**config.mk**
```make
export PLATFORM = sky130hd
export DESIGN_NAME = flash_cmd_decoder
export DESIGN_NICKNAME = d
export VERILOG_FILES = /design/src/rtl/fcmd_pkg.sv /design/src/rtl/fcmd_classify.sv /design/src/rtl/fcmd_fsm.sv /design/src/rtl/fcmd_latch.sv /design/src/rtl/fcmd_ident.sv /design/src/rtl/flash_cmd_decoder.sv
export SDC_FILE = /design/constraint.sdc
export NUM_CORES = 1
export LEC_CHECK = 0
export ABC_AREA = 0
export CAP_MARGIN = 30
export CORE_MARGIN = 10
export CORE_UTILIZATION = 43
export DETAILED_ROUTE_END_ITERATION = 6
export PLACE_DENSITY_LB_ADDON = 0.2
export SYNTH_ARGS = -nofsm -noshare
export SYNTH_HDL_FRONTEND = slang
export SYNTH_SLANG_ARGS = --single-unit
```
**constraint.sdc**
```tcl
create_clock -name clk -period 2.6 [get_ports clk]
set_input_delay 0.52 -clock clk [delete_from_list [all_inputs] [get_ports clk]]
set_output_delay 0.52 -clock clk [all_outputs]
set_load 0.02 [all_outputs]
```
**src/rtl/fcmd_pkg.sv**
```systemverilog
// Shared types for the flash command decoder.
// Holds the command byte values, the decoded command kinds, the read-path
// sources and the decoder modes.
package fcmd_pkg;

    localparam logic [7:0] C_ERASE_SETUP = 8'h20;
    localparam logic [7:0] C_PROG_SETUP  = 8'h40;
    localparam logic [7:0] C_CLEAR       = 8'h50;
    localparam logic [7:0] C_RSTAT       = 8'h70;
    localparam logic [7:0] C_IDENT       = 8'h90;
    localparam logic [7:0] C_SUSPEND     = 8'hB0;
    localparam logic [7:0] C_CONFIRM     = 8'hD0;
    localparam logic [7:0] C_RARRAY      = 8'hFF;

    typedef enum logic [3:0] {
        K_NONE, K_ERASE_SETUP, K_PROG_SETUP, K_CLEAR, K_RSTAT,
        K_IDENT, K_SUSPEND, K_CONFIRM, K_RARRAY
    } cmd_kind_t;

    typedef enum logic [1:0] {
        SRC_ARRAY  = 2'd0,
        SRC_IDENT  = 2'd1,
        SRC_STATUS = 2'd2
    } rd_src_t;

    typedef enum logic [2:0] {
        M_READY, M_PSETUP, M_PESC, M_ESETUP,
        M_PRUN, M_ERUN, M_SWAIT, M_SUSP
    } mode_t;

endpackage

```
**src/rtl/fcmd_classify.sv**
```systemverilog
// Command byte classifier.
// Maps a written byte to a command kind. Purely combinational.
// Assumes: any byte that is not a listed code decodes to K_NONE.
module fcmd_classify
    import fcmd_pkg::*;
(
    input  logic [7:0] byte_in,
    output cmd_kind_t  kind
);

    // Purpose: table lookup of the command code.
    always_comb begin
        unique case (byte_in)
            C_ERASE_SETUP: kind = K_ERASE_SETUP;
            C_PROG_SETUP:  kind = K_PROG_SETUP;
            C_CLEAR:       kind = K_CLEAR;
            C_RSTAT:       kind = K_RSTAT;
            C_IDENT:       kind = K_IDENT;
            C_SUSPEND:     kind = K_SUSPEND;
            C_CONFIRM:     kind = K_CONFIRM;
            C_RARRAY:      kind = K_RARRAY;
            default:       kind = K_NONE;
        endcase
    end

endmodule

```
**src/rtl/fcmd_fsm.sv**
```systemverilog
// Command sequencing state machine.
// Tracks setup, running and suspend modes, selects the read-path source,
// and issues the single-cycle requests to the sequencer and status logic.
// Assumes: seq_done and seq_paused are single-cycle pulses. A sequencer
// report takes priority over a host write in the same cycle, and that write
// is dropped.
module fcmd_fsm
    import fcmd_pkg::*;
(
    input  logic      clk,
    input  logic      rst_n,
    input  logic      wr_en,
    input  cmd_kind_t kind,
    input  logic      seq_done,
    input  logic      seq_paused,
    output rd_src_t   src,
    output logic      ld_prog,
    output logic      ld_erase,
    output logic      start_prog,
    output logic      start_erase,
    output logic      suspend_req,
    output logic      resume,
    output logic      clr_status,
    output logic      seq_err
);

    mode_t mode;
    logic  running;

    assign running = (mode == M_PRUN) || (mode == M_ERUN) ||
                     (mode == M_SWAIT) || (mode == M_SUSP);

    // Purpose: load strobes for the address/data latches on an accepted write.
    always_comb begin
        ld_prog  = wr_en && (mode == M_PSETUP || mode == M_PESC) && (kind != K_RARRAY);
        ld_erase = wr_en && (mode == M_ESETUP) && (kind == K_CONFIRM);
    end

    assign suspend_req = (mode == M_SWAIT) || (mode == M_SUSP);

    // Purpose: mode, read source and request pulse registers.
    always_ff @(posedge clk) begin
        if (!rst_n) begin
            mode        <= M_READY;
            src         <= SRC_ARRAY;
            start_prog  <= 1'b0;
            start_erase <= 1'b0;
            resume      <= 1'b0;
            clr_status  <= 1'b0;
            seq_err     <= 1'b0;
        end else begin
            start_prog  <= 1'b0;
            start_erase <= 1'b0;
            resume      <= 1'b0;
            clr_status  <= 1'b0;
            seq_err     <= 1'b0;
            if (seq_done && running) begin
                mode <= M_READY;
                src  <= SRC_STATUS;
            end else if (seq_paused && mode == M_SWAIT) begin
                mode <= M_SUSP;
            end else if (wr_en) begin
                unique case (mode)
                    M_READY: begin
                        unique case (kind)
                            K_RARRAY:      src <= SRC_ARRAY;
                            K_IDENT:       src <= SRC_IDENT;
                            K_RSTAT:       src <= SRC_STATUS;
                            K_CLEAR:       clr_status <= 1'b1;
                            K_CONFIRM:     seq_err <= 1'b1;
                            K_PROG_SETUP: begin
                                mode <= M_PSETUP;
                                src  <= SRC_STATUS;
                            end
                            K_ERASE_SETUP: begin
                                mode <= M_ESETUP;
                                src  <= SRC_STATUS;
                            end
                            default: ;
                        endcase
                    end
                    M_PSETUP, M_PESC: begin
                        if (kind == K_RARRAY) begin
                            if (mode == M_PESC) begin
                                mode <= M_READY;
                                src  <= SRC_ARRAY;
                            end else begin
                                mode <= M_PESC;
                            end
                        end else begin
                            mode       <= M_PRUN;
                            start_prog <= 1'b1;
                        end
                    end
                    M_ESETUP: begin
                        src <= SRC_STATUS;
                        if (kind == K_CONFIRM) begin
                            mode        <= M_ERUN;
                            start_erase <= 1'b1;
                        end else begin
                            mode    <= M_READY;
                            seq_err <= 1'b1;
                        end
                    end
                    M_PRUN: begin
                        if (kind == K_RSTAT) src <= SRC_STATUS;
                    end
                    M_ERUN: begin
                        if (kind == K_RSTAT)   src  <= SRC_STATUS;
                        if (kind == K_SUSPEND) mode <= M_SWAIT;
                    end
                    M_SWAIT: begin
                        if (kind == K_RSTAT)   src  <= SRC_STATUS;
                        if (kind == K_CONFIRM) mode <= M_ERUN;
                    end
                    M_SUSP: begin
                        unique case (kind)
                            K_RARRAY: src <= SRC_ARRAY;
                            K_RSTAT:  src <= SRC_STATUS;
                            K_CONFIRM: begin
                                mode   <= M_ERUN;
                                src    <= SRC_STATUS;
                                resume <= 1'b1;
                            end
                            default: ;
                        endcase
                    end
                    default: mode <= M_READY;
                endcase
            end
        end
    end


    prog_pulse_once_chk: assert property (@(posedge clk) disable iff (!rst_n)
        start_prog |=> !start_prog);


    erase_after_setup_chk: assert property (@(posedge clk) disable iff (!rst_n)
        start_erase |-> ($past(mode) == M_ESETUP));


    suspend_cause_chk: assert property (@(posedge clk) disable iff (!rst_n)
        $rose(suspend_req) |-> ($past(wr_en) && $past(kind) == K_SUSPEND));


    resume_drop_chk: assert property (@(posedge clk) disable iff (!rst_n)
        resume |-> !suspend_req);


    pulse_excl_chk: assert property (@(posedge clk) disable iff (!rst_n)
        $onehot0({start_prog, start_erase, resume, clr_status, seq_err}));

endmodule

```
**src/rtl/fcmd_latch.sv**
```systemverilog
// Operation address/data latch.
// Holds the target address and program data for the sequencer. An erase
// load takes the address only and keeps the data.
// Assumes: the two load strobes are never high in the same cycle.
module fcmd_latch #(
    parameter int ADDR_W = 8
) (
    input  logic              clk,
    input  logic              rst_n,
    input  logic              ld_prog,
    input  logic              ld_erase,
    input  logic [ADDR_W-1:0] addr_in,
    input  logic [7:0]        data_in,
    output logic [ADDR_W-1:0] op_addr,
    output logic [7:0]        op_data
);

    // Purpose: capture the address and data on an accepted program or erase write.
    always_ff @(posedge clk) begin
        if (!rst_n) begin
            op_addr <= '0;
            op_data <= '0;
        end else if (ld_prog) begin
            op_addr <= addr_in;
            op_data <= data_in;
        end else if (ld_erase) begin
            op_addr <= addr_in;
        end
    end


    no_dual_load_chk: assert property (@(posedge clk) disable iff (!rst_n)
        !(ld_prog && ld_erase));

endmodule

```
**src/rtl/fcmd_ident.sv**
```systemverilog
// Identifier byte selector.
// Returns the manufacturer or device code, chosen by read address bit 0 only.
module fcmd_ident #(
    parameter int         ADDR_W = 8,
    parameter logic [7:0] MFR_ID = 8'hA5,
    parameter logic [7:0] DEV_ID = 8'h3C
) (
    input  logic [ADDR_W-1:0] rd_addr,
    output logic [7:0]        id_byte
);

    // Purpose: two-way select on the lowest address bit.
    always_comb begin
        id_byte = rd_addr[0] ? DEV_ID : MFR_ID;
    end

endmodule

```
**src/rtl/flash_cmd_decoder.sv**
```systemverilog
// Flash command interface decoder, top level.
// Classifies host command bytes, sequences the two-write operations, latches
// the operand, and drives the read-path source and sequencer requests.
// Assumes: one host write per wr_en cycle, and sequencer reports as pulses.
module flash_cmd_decoder
    import fcmd_pkg::*;
#(
    parameter int         ADDR_W = 8,
    parameter logic [7:0] MFR_ID = 8'hA5,
    parameter logic [7:0] DEV_ID = 8'h3C
) (
    input  logic              clk,
    input  logic              rst_n,
    input  logic              wr_en,
    input  logic [ADDR_W-1:0] wr_addr,
    input  logic [7:0]        wr_data,
    input  logic [ADDR_W-1:0] rd_addr,
    input  logic              seq_done,
    input  logic              seq_paused,
    output logic [1:0]        rd_src,
    output logic [7:0]        id_byte,
    output logic [ADDR_W-1:0] op_addr,
    output logic [7:0]        op_data,
    output logic              start_prog,
    output logic              start_erase,
    output logic              suspend_req,
    output logic              resume,
    output logic              clr_status,
    output logic              seq_err
);

    cmd_kind_t kind;
    rd_src_t   src;
    logic      ld_prog;
    logic      ld_erase;

    fcmd_classify u_classify (
        .byte_in (wr_data),
        .kind    (kind)
    );

    fcmd_fsm u_fsm (
        .clk         (clk),
        .rst_n       (rst_n),
        .wr_en       (wr_en),
        .kind        (kind),
        .seq_done    (seq_done),
        .seq_paused  (seq_paused),
        .src         (src),
        .ld_prog     (ld_prog),
        .ld_erase    (ld_erase),
        .start_prog  (start_prog),
        .start_erase (start_erase),
        .suspend_req (suspend_req),
        .resume      (resume),
        .clr_status  (clr_status),
        .seq_err     (seq_err)
    );

    fcmd_latch #(.ADDR_W(ADDR_W)) u_latch (
        .clk      (clk),
        .rst_n    (rst_n),
        .ld_prog  (ld_prog),
        .ld_erase (ld_erase),
        .addr_in  (wr_addr),
        .data_in  (wr_data),
        .op_addr  (op_addr),
        .op_data  (op_data)
    );

    fcmd_ident #(.ADDR_W(ADDR_W), .MFR_ID(MFR_ID), .DEV_ID(DEV_ID)) u_ident (
        .rd_addr (rd_addr),
        .id_byte (id_byte)
    );

    assign rd_src = src;


    prog_operand_chk: assert property (@(posedge clk) disable iff (!rst_n)
        start_prog |-> (op_data == $past(wr_data) && op_addr == $past(wr_addr)));


    erase_operand_chk: assert property (@(posedge clk) disable iff (!rst_n)
        start_erase |-> (op_addr == $past(wr_addr) && rd_src == 2'd2));

endmodule

```
# Yosys cells after proc, flatten, opt, wreduce, memory -nomap -nowiden

Cells that the tools add are included.

Register bits: 26
Bits of input ports: 29
Output and inout port bits: 32
Word-level logic and storage cells: 112

Equality and inequality tests: 38
Multiplexer cells: 27
Bitwise gates (word level): 7
Reduce and logical (&&, ||, !) cells: 30

Operators with widths:

| cell                                                   | count |
|---|---|
| == test 8 bit (second input constant)                  | 4 |
| one-hot mux 4 bit (8 select lines)                     | 1 |
| == test 8 x 7 -> 1 bit (second input constant)         | 3 |
| 2-to-1 mux 8 bit                                       | 3 |
| OR reduction 5 bit                                     | 4 |
| 2-to-1 mux 3 bit                                       | 6 |
| == test 4 x 3 -> 1 bit (second input constant)         | 4 |
| one-hot mux 3 bit (5 select lines)                     | 1 |
| 2-to-1 mux 2 bit                                       | 7 |
| AND reduction 7 bit                                    | 2 |
| == test 3 bit (second input constant)                  | 4 |
| inequality test 3 x 1 -> 1 bit (second input constant) | 4 |
| one-hot mux 2 bit (5 select lines)                     | 1 |
| == test 4 x 2 -> 1 bit (second input constant)         | 2 |
| == test 8 x 6 -> 1 bit (second input constant)         | 1 |
| inequality test 2 x 1 -> 1 bit (second input constant) | 4 |
| inequality test 4 x 3 -> 1 bit (second input constant) | 2 |
| inequality test 4 bit (second input constant)          | 2 |
| OR reduction 2 bit                                     | 4 |
| inverter 1 bit                                         | 7 |
| == test 3 x 2 -> 1 bit (second input constant)         | 2 |
| logical AND 1 bit                                      | 6 |
| inequality test 3 bit (second input constant)          | 2 |
| one-hot mux 2 bit (3 select lines)                     | 1 |
| other kinds (15)                                       | 25 |

# Logic depth before layout (Yosys ltp)

Depth after elaboration: 9
Depth in mapped cells: 7
Gate-level depth less buffers: 5

# Modules after synthesis

Synthesis repeated with hierarchy kept, for this count alone.

Cells, all modules: 181
Area total of the unflattened synthesis: 1512.7 um^2

By module, submodules not included:

| module        | instances | cells each | area each (um^2) | seq. area each (um^2) |
|---|---|---|---|---|
| fcmd_fsm      | 1         | 92         | 710.7            | 200.2 |
| fcmd_latch    | 1         | 63         | 629.4            | 320.3 |
| fcmd_classify | 1         | 16         | 108.9            | 0.0 |
| fcmd_ident    | 1         | 10         | 63.8             | 0.0 |

# Worst setup path before layout

No wires, ideal clock.

Path kind: input-to-reg
Start point: in wr_data[0]
End point: reg u_latch.op_addr[0]
Setup time: 0.116 ns
Data arrival time: 2.217 ns
Data required time: 2.484 ns
Path slack: 0.267 ns
Stages: 7
Path buffers: 2
Cell sequence: or4_1 -> clkbuf_2 -> or4_4 -> a21bo_1 -> buf_6 -> mux2i_1 -> nor2b_1

Longest elaborated chain between the ends: 5
Elaborated cells between the ends (all ways): 15
Those cells by class: eq/ne (10); mux (2); reduce/logical (3)

Ends and longest elaborated chain:

| item                                                            | RTL line                       | source |
|---|---|---|
| start, declared                                                 | flash_cmd_decoder.sv:16        | `input logic [7:0] wr_data,` |
| == test 8 bit, or another cell as far along                     | fcmd_classify.sv:13            | `unique case (byte_in)` |
| one-hot mux 4 bit (8 select lines) (*)                          | fcmd_classify.sv:13            |  |
| inequality test 4 bit or == test 4 x 3 -> 1 bit (tied branches) | fcmd_fsm.sv:35, fcmd_fsm.sv:36 |  |
| logical AND 1 bit (on tied branches)                            | fcmd_fsm.sv:35, fcmd_fsm.sv:36 |  |
| 2-to-1 mux 8 bit or nonzero test 2 bit (tied branches)          | --                             |  |
| end signal, assigned                                            | fcmd_latch.sv:24               | `op_addr <= addr_in;` |
| end signal, assigned                                            | fcmd_latch.sv:27               | `op_addr <= addr_in;` |
| end, declared                                                   | fcmd_latch.sv:14               | `output logic [ADDR_W-1:0] op_addr,` |

Every way passes the cells marked *; elsewhere a longest branch is shown, timed or not.
A chain may end at the register's enable or synchronous reset.

# Worst setup path in the final report

Start point: in wr_data[0]
End point: reg u_latch.op_addr[4]

The elaborated chain is that of the path after synthesis.

==> results by group <==
Placement
  • # port buffers: 49
  • GP Congestion: 0.870
  • Place WS: -0.269 ns
  • Dpl hpwl: 3770 um
  • DP Area: 0.00219 mm2

Critical path
  • Crit start category: input port
  • Worst r2r dst: u_latch.op_data[5]
  • Worst R2R Path Depth: 5
  • Critical path class: input port to flop
  • Cells along the critical path: clkdlybuf4s50_1, or4_1, or4_4, a21bo_1, mux2i_1, nor2b_1
  • Slowest CP cell: or4_1
  • Crit. End Element: flop
  • R2R Setup Slk: 0.34 ns
  • CP required: 2.83 ns
  • Crit path DAT: 2.69 ns
  • Crit path max-delay family: simple AND/OR/NAND/NOR gates
  • Sum of buffers and inverters on the critical path: 1
  • Worst-path fanout max: 8
  • Worst flop-to-flop path startpoint: u_fsm.mode[1]
  • Max incr delay on CP: 0.57 ns

Power
  • Power Dens Cells: 365 mW/mm2
  • Peak supply drop: 0.283 mV
  • Pleak: 0.860 nW

Route
  • Drt pass-1 iters: 4
  • Vias: 1548
  • Post-Route WL: 4680 um
  • DR DRC count: 0
  • Vias per Instance: 5.30
  • Iteration-0 DRC Markers: 72
  • WL/cell: 16.0 um
  • Antenna-violating nets left: 0

Floorplanning
  • Height of the die: 80.0 um
  • Ports: 61
  • Row Count: 21
  • Starting Density: 45.3%
  • Die ar.: 0.00640 mm2
  • Core area: 0.00342 mm2
  • Die Wd: 80.0 um

STA
  • Rel. slew slack: 33.2%
  • Unrepaired setup endpoints after global routing: false
  • Slew @ Worst Pin: 1.00 ns
  • Final Critical Period: 2.46 ns
  • Tcrit/Tclk final: 94.5%
  • Fmax: 407 MHz
  • Fin. Hold Viols: 0
  • Final Setup Violations: 0
  • Setup ws final: 0.143 ns
  • Fin. max-slew vios: 0
  • Fin Clk Skew: 0.00474 ns

Clocking
  • # Post-CTS Setup Buffers: 0
  • Clock-pin transition on the worst setup and hold timing paths: 0.14 ns
  • H-Tree Depth: 1
  • CTS tree: done
  • Clock root cell: clkbuf_4
  • CTS Buffer Depth: 2
  • Clk_lat worst skew: 0.32 ns
  • CTS buffer count: 3
  • Clock sink count: 26
  • Hold-fix buffers, CTS: 0

Logic synthesis
  • Synthesized flop and latch total: 26
  • Top-count cell post-synth: dfxtp_1
  • Mapped Cells: 185
  • Avg Cell Area, Syn: 8.37 um2
  • Synth top area cells: dfxtp_1 34%, mux2i_1 11%, nor2b_1 8.1%
  • Main synth FF type: dfxtp_1
  • Sequential-to-total area share from yosys stat: 33.6%
  • EDFF count, synth: 0
  • Yosys Warn Count: 0
  • Cell accounting for the most synthesized area: dfxtp_1
  • Cell variety after synth: 48
  • Cell Area, Synth: 0.00155 mm2
  • Synth top cells by count: 26 x dfxtp_1, 20 x nor2b_1, 17 x mux2i_1
  • Async set-reset flop share out of synthesis: 0%
  • Share of the synthesized area in the top cell type: 33.6%

Layout
  • ANT cells: 0
  • Design area: 0.00225 mm2
  • # fillers: 311
  • Area of the multi-input gates: 917 um2
  • Core Util, Final: 65.8%
  • Nets: 276
  • Register area: 520 um2
  • Area delta synth->final: 45.2%
  • Layout cell share with drive strength beyond 1: 15.0%

Worst hold path
  • Hold depth: 2
  • Endpoint, Worst Hold: u_fsm.src[1]
  • Min-Delay Path Class: flop to flop
  • Hold Path Origin: u_fsm.src[1]

GRT
  • Antenna violations before repair: 0
  • Largest net degree at the start of global routing: 22
  • First-pass GRT wire length: 7620 um
  • GRT Total Usage: 14.4%
  • GRT overflow: 0
  • Vias in the first global route: 1563

Status
  • Outcome: complete, no violations

Job
  • Max cap viols: 0
-- sequential cells by signal, summed over array words and instances (netlist names) --
name and flops:
u_fsm.resume 1, u_fsm.start_erase 1, u_latch.op_data 8, u_fsm.mode 3
u_fsm.start_prog 1, u_fsm.seq_err 1, u_fsm.src 2, u_latch.op_addr 8
u_fsm.clr_status 1
-- through the flow --
stage          hold WS [ns]  power (mW)  cells  setup TNS [ns]
3_5_place_dp          0.448       0.545    288           -2.39
4_1_cts               0.470       0.829    292               0
3_3_place_gp          0.454       0.543    288           -1.64
2_1_floorplan         0.524       0.472    187               0
5_1_grt               0.502       0.857    292               0
6_report              0.470       0.820    292               0
-- layer usage --
layer | part of all wire (%) | vias to the layer above | GRT usage (%)
met5 | 0 | - | 0
met4 | 0.66 | 0 | 2.11
met3 | 7.2 | 6 | 4.39
met2 | 49 | 56 | 24.6
met1 | 43 | 715 | 17.7
li1 | - | 771 | -
-- cells in the final DEF (no fill, tap or decap), types with 5 or more instances in the layout --
master and count:
mux2i_1 17, clkdlybuf4s50_1 49, nor2_1 7, dfxtp_1 26, nand2_1 13, and2_1 5
buf_4 26, nor2b_1 20, a21oi_1 6, nor3_1 5
-- tightest hold or removal path, cell delays in order, from the launching register on --
cell and delay, ns:
dfxtp_1 0.34, nand2_1 0.05, a32oi_1 0.05
-- final cells by class --
type | instances | share of cell area (%)
multi-input cells | 137 | 40.8
repair buffers | 75 | 30.5
flip-flops and latches | 26 | 23.1
well taps | 46 | 2.56
clock inverters | 1 | 1.34
clock buffers | 3 | 1.00
inverters | 4 | 0.668
-- cell families (layout without fill, tap and decap cells) --
group | Yosys count | count (layout) | share of synthesized area, %
flops | 26 | 26 | 33.6
other cells | 2 | 4 | 0.485
xor+xnor | 3 | 3 | 1.70
buf+inv | 24 | 83 | 8.16
compound gates | 32 | 32 | 14.5
simple gates | 79 | 79 | 29.1
mux | 19 | 19 | 12.4
-- timing repair --
action,4_1_cts,5_1_grt
endpoints found under the hold margin,0,0
setup endpoints to repair,0,2
resized for setup,0,3
-- report_power, final --
group / internal [mW] / total, mW / switching (mW)
Combinational: 0.0735 / 0.137 / 0.0634
Clock: 0.156 / 0.282 / 0.126
Sequential: 0.400 / 0.401 / 0.00106
-- how the worst max path moves through the flow --
stage          slack (ns)            endpoint  cells past startpoint       start
2_1_floorplan        0.27  u_latch.op_addr[0]                      7  wr_data[0]
3_3_place_gp        -0.17        u_fsm.src[0]                      7  wr_data[0]
3_5_place_dp        -0.27        u_fsm.src[0]                      7  wr_data[0]
4_1_cts               0.1        u_fsm.src[0]                      7  wr_data[0]
5_1_grt              0.05        u_fsm.src[0]                      7  wr_data[0]
6_report             0.14  u_latch.op_addr[4]                      6  wr_data[0]
(Power assumes the default switching activity.)
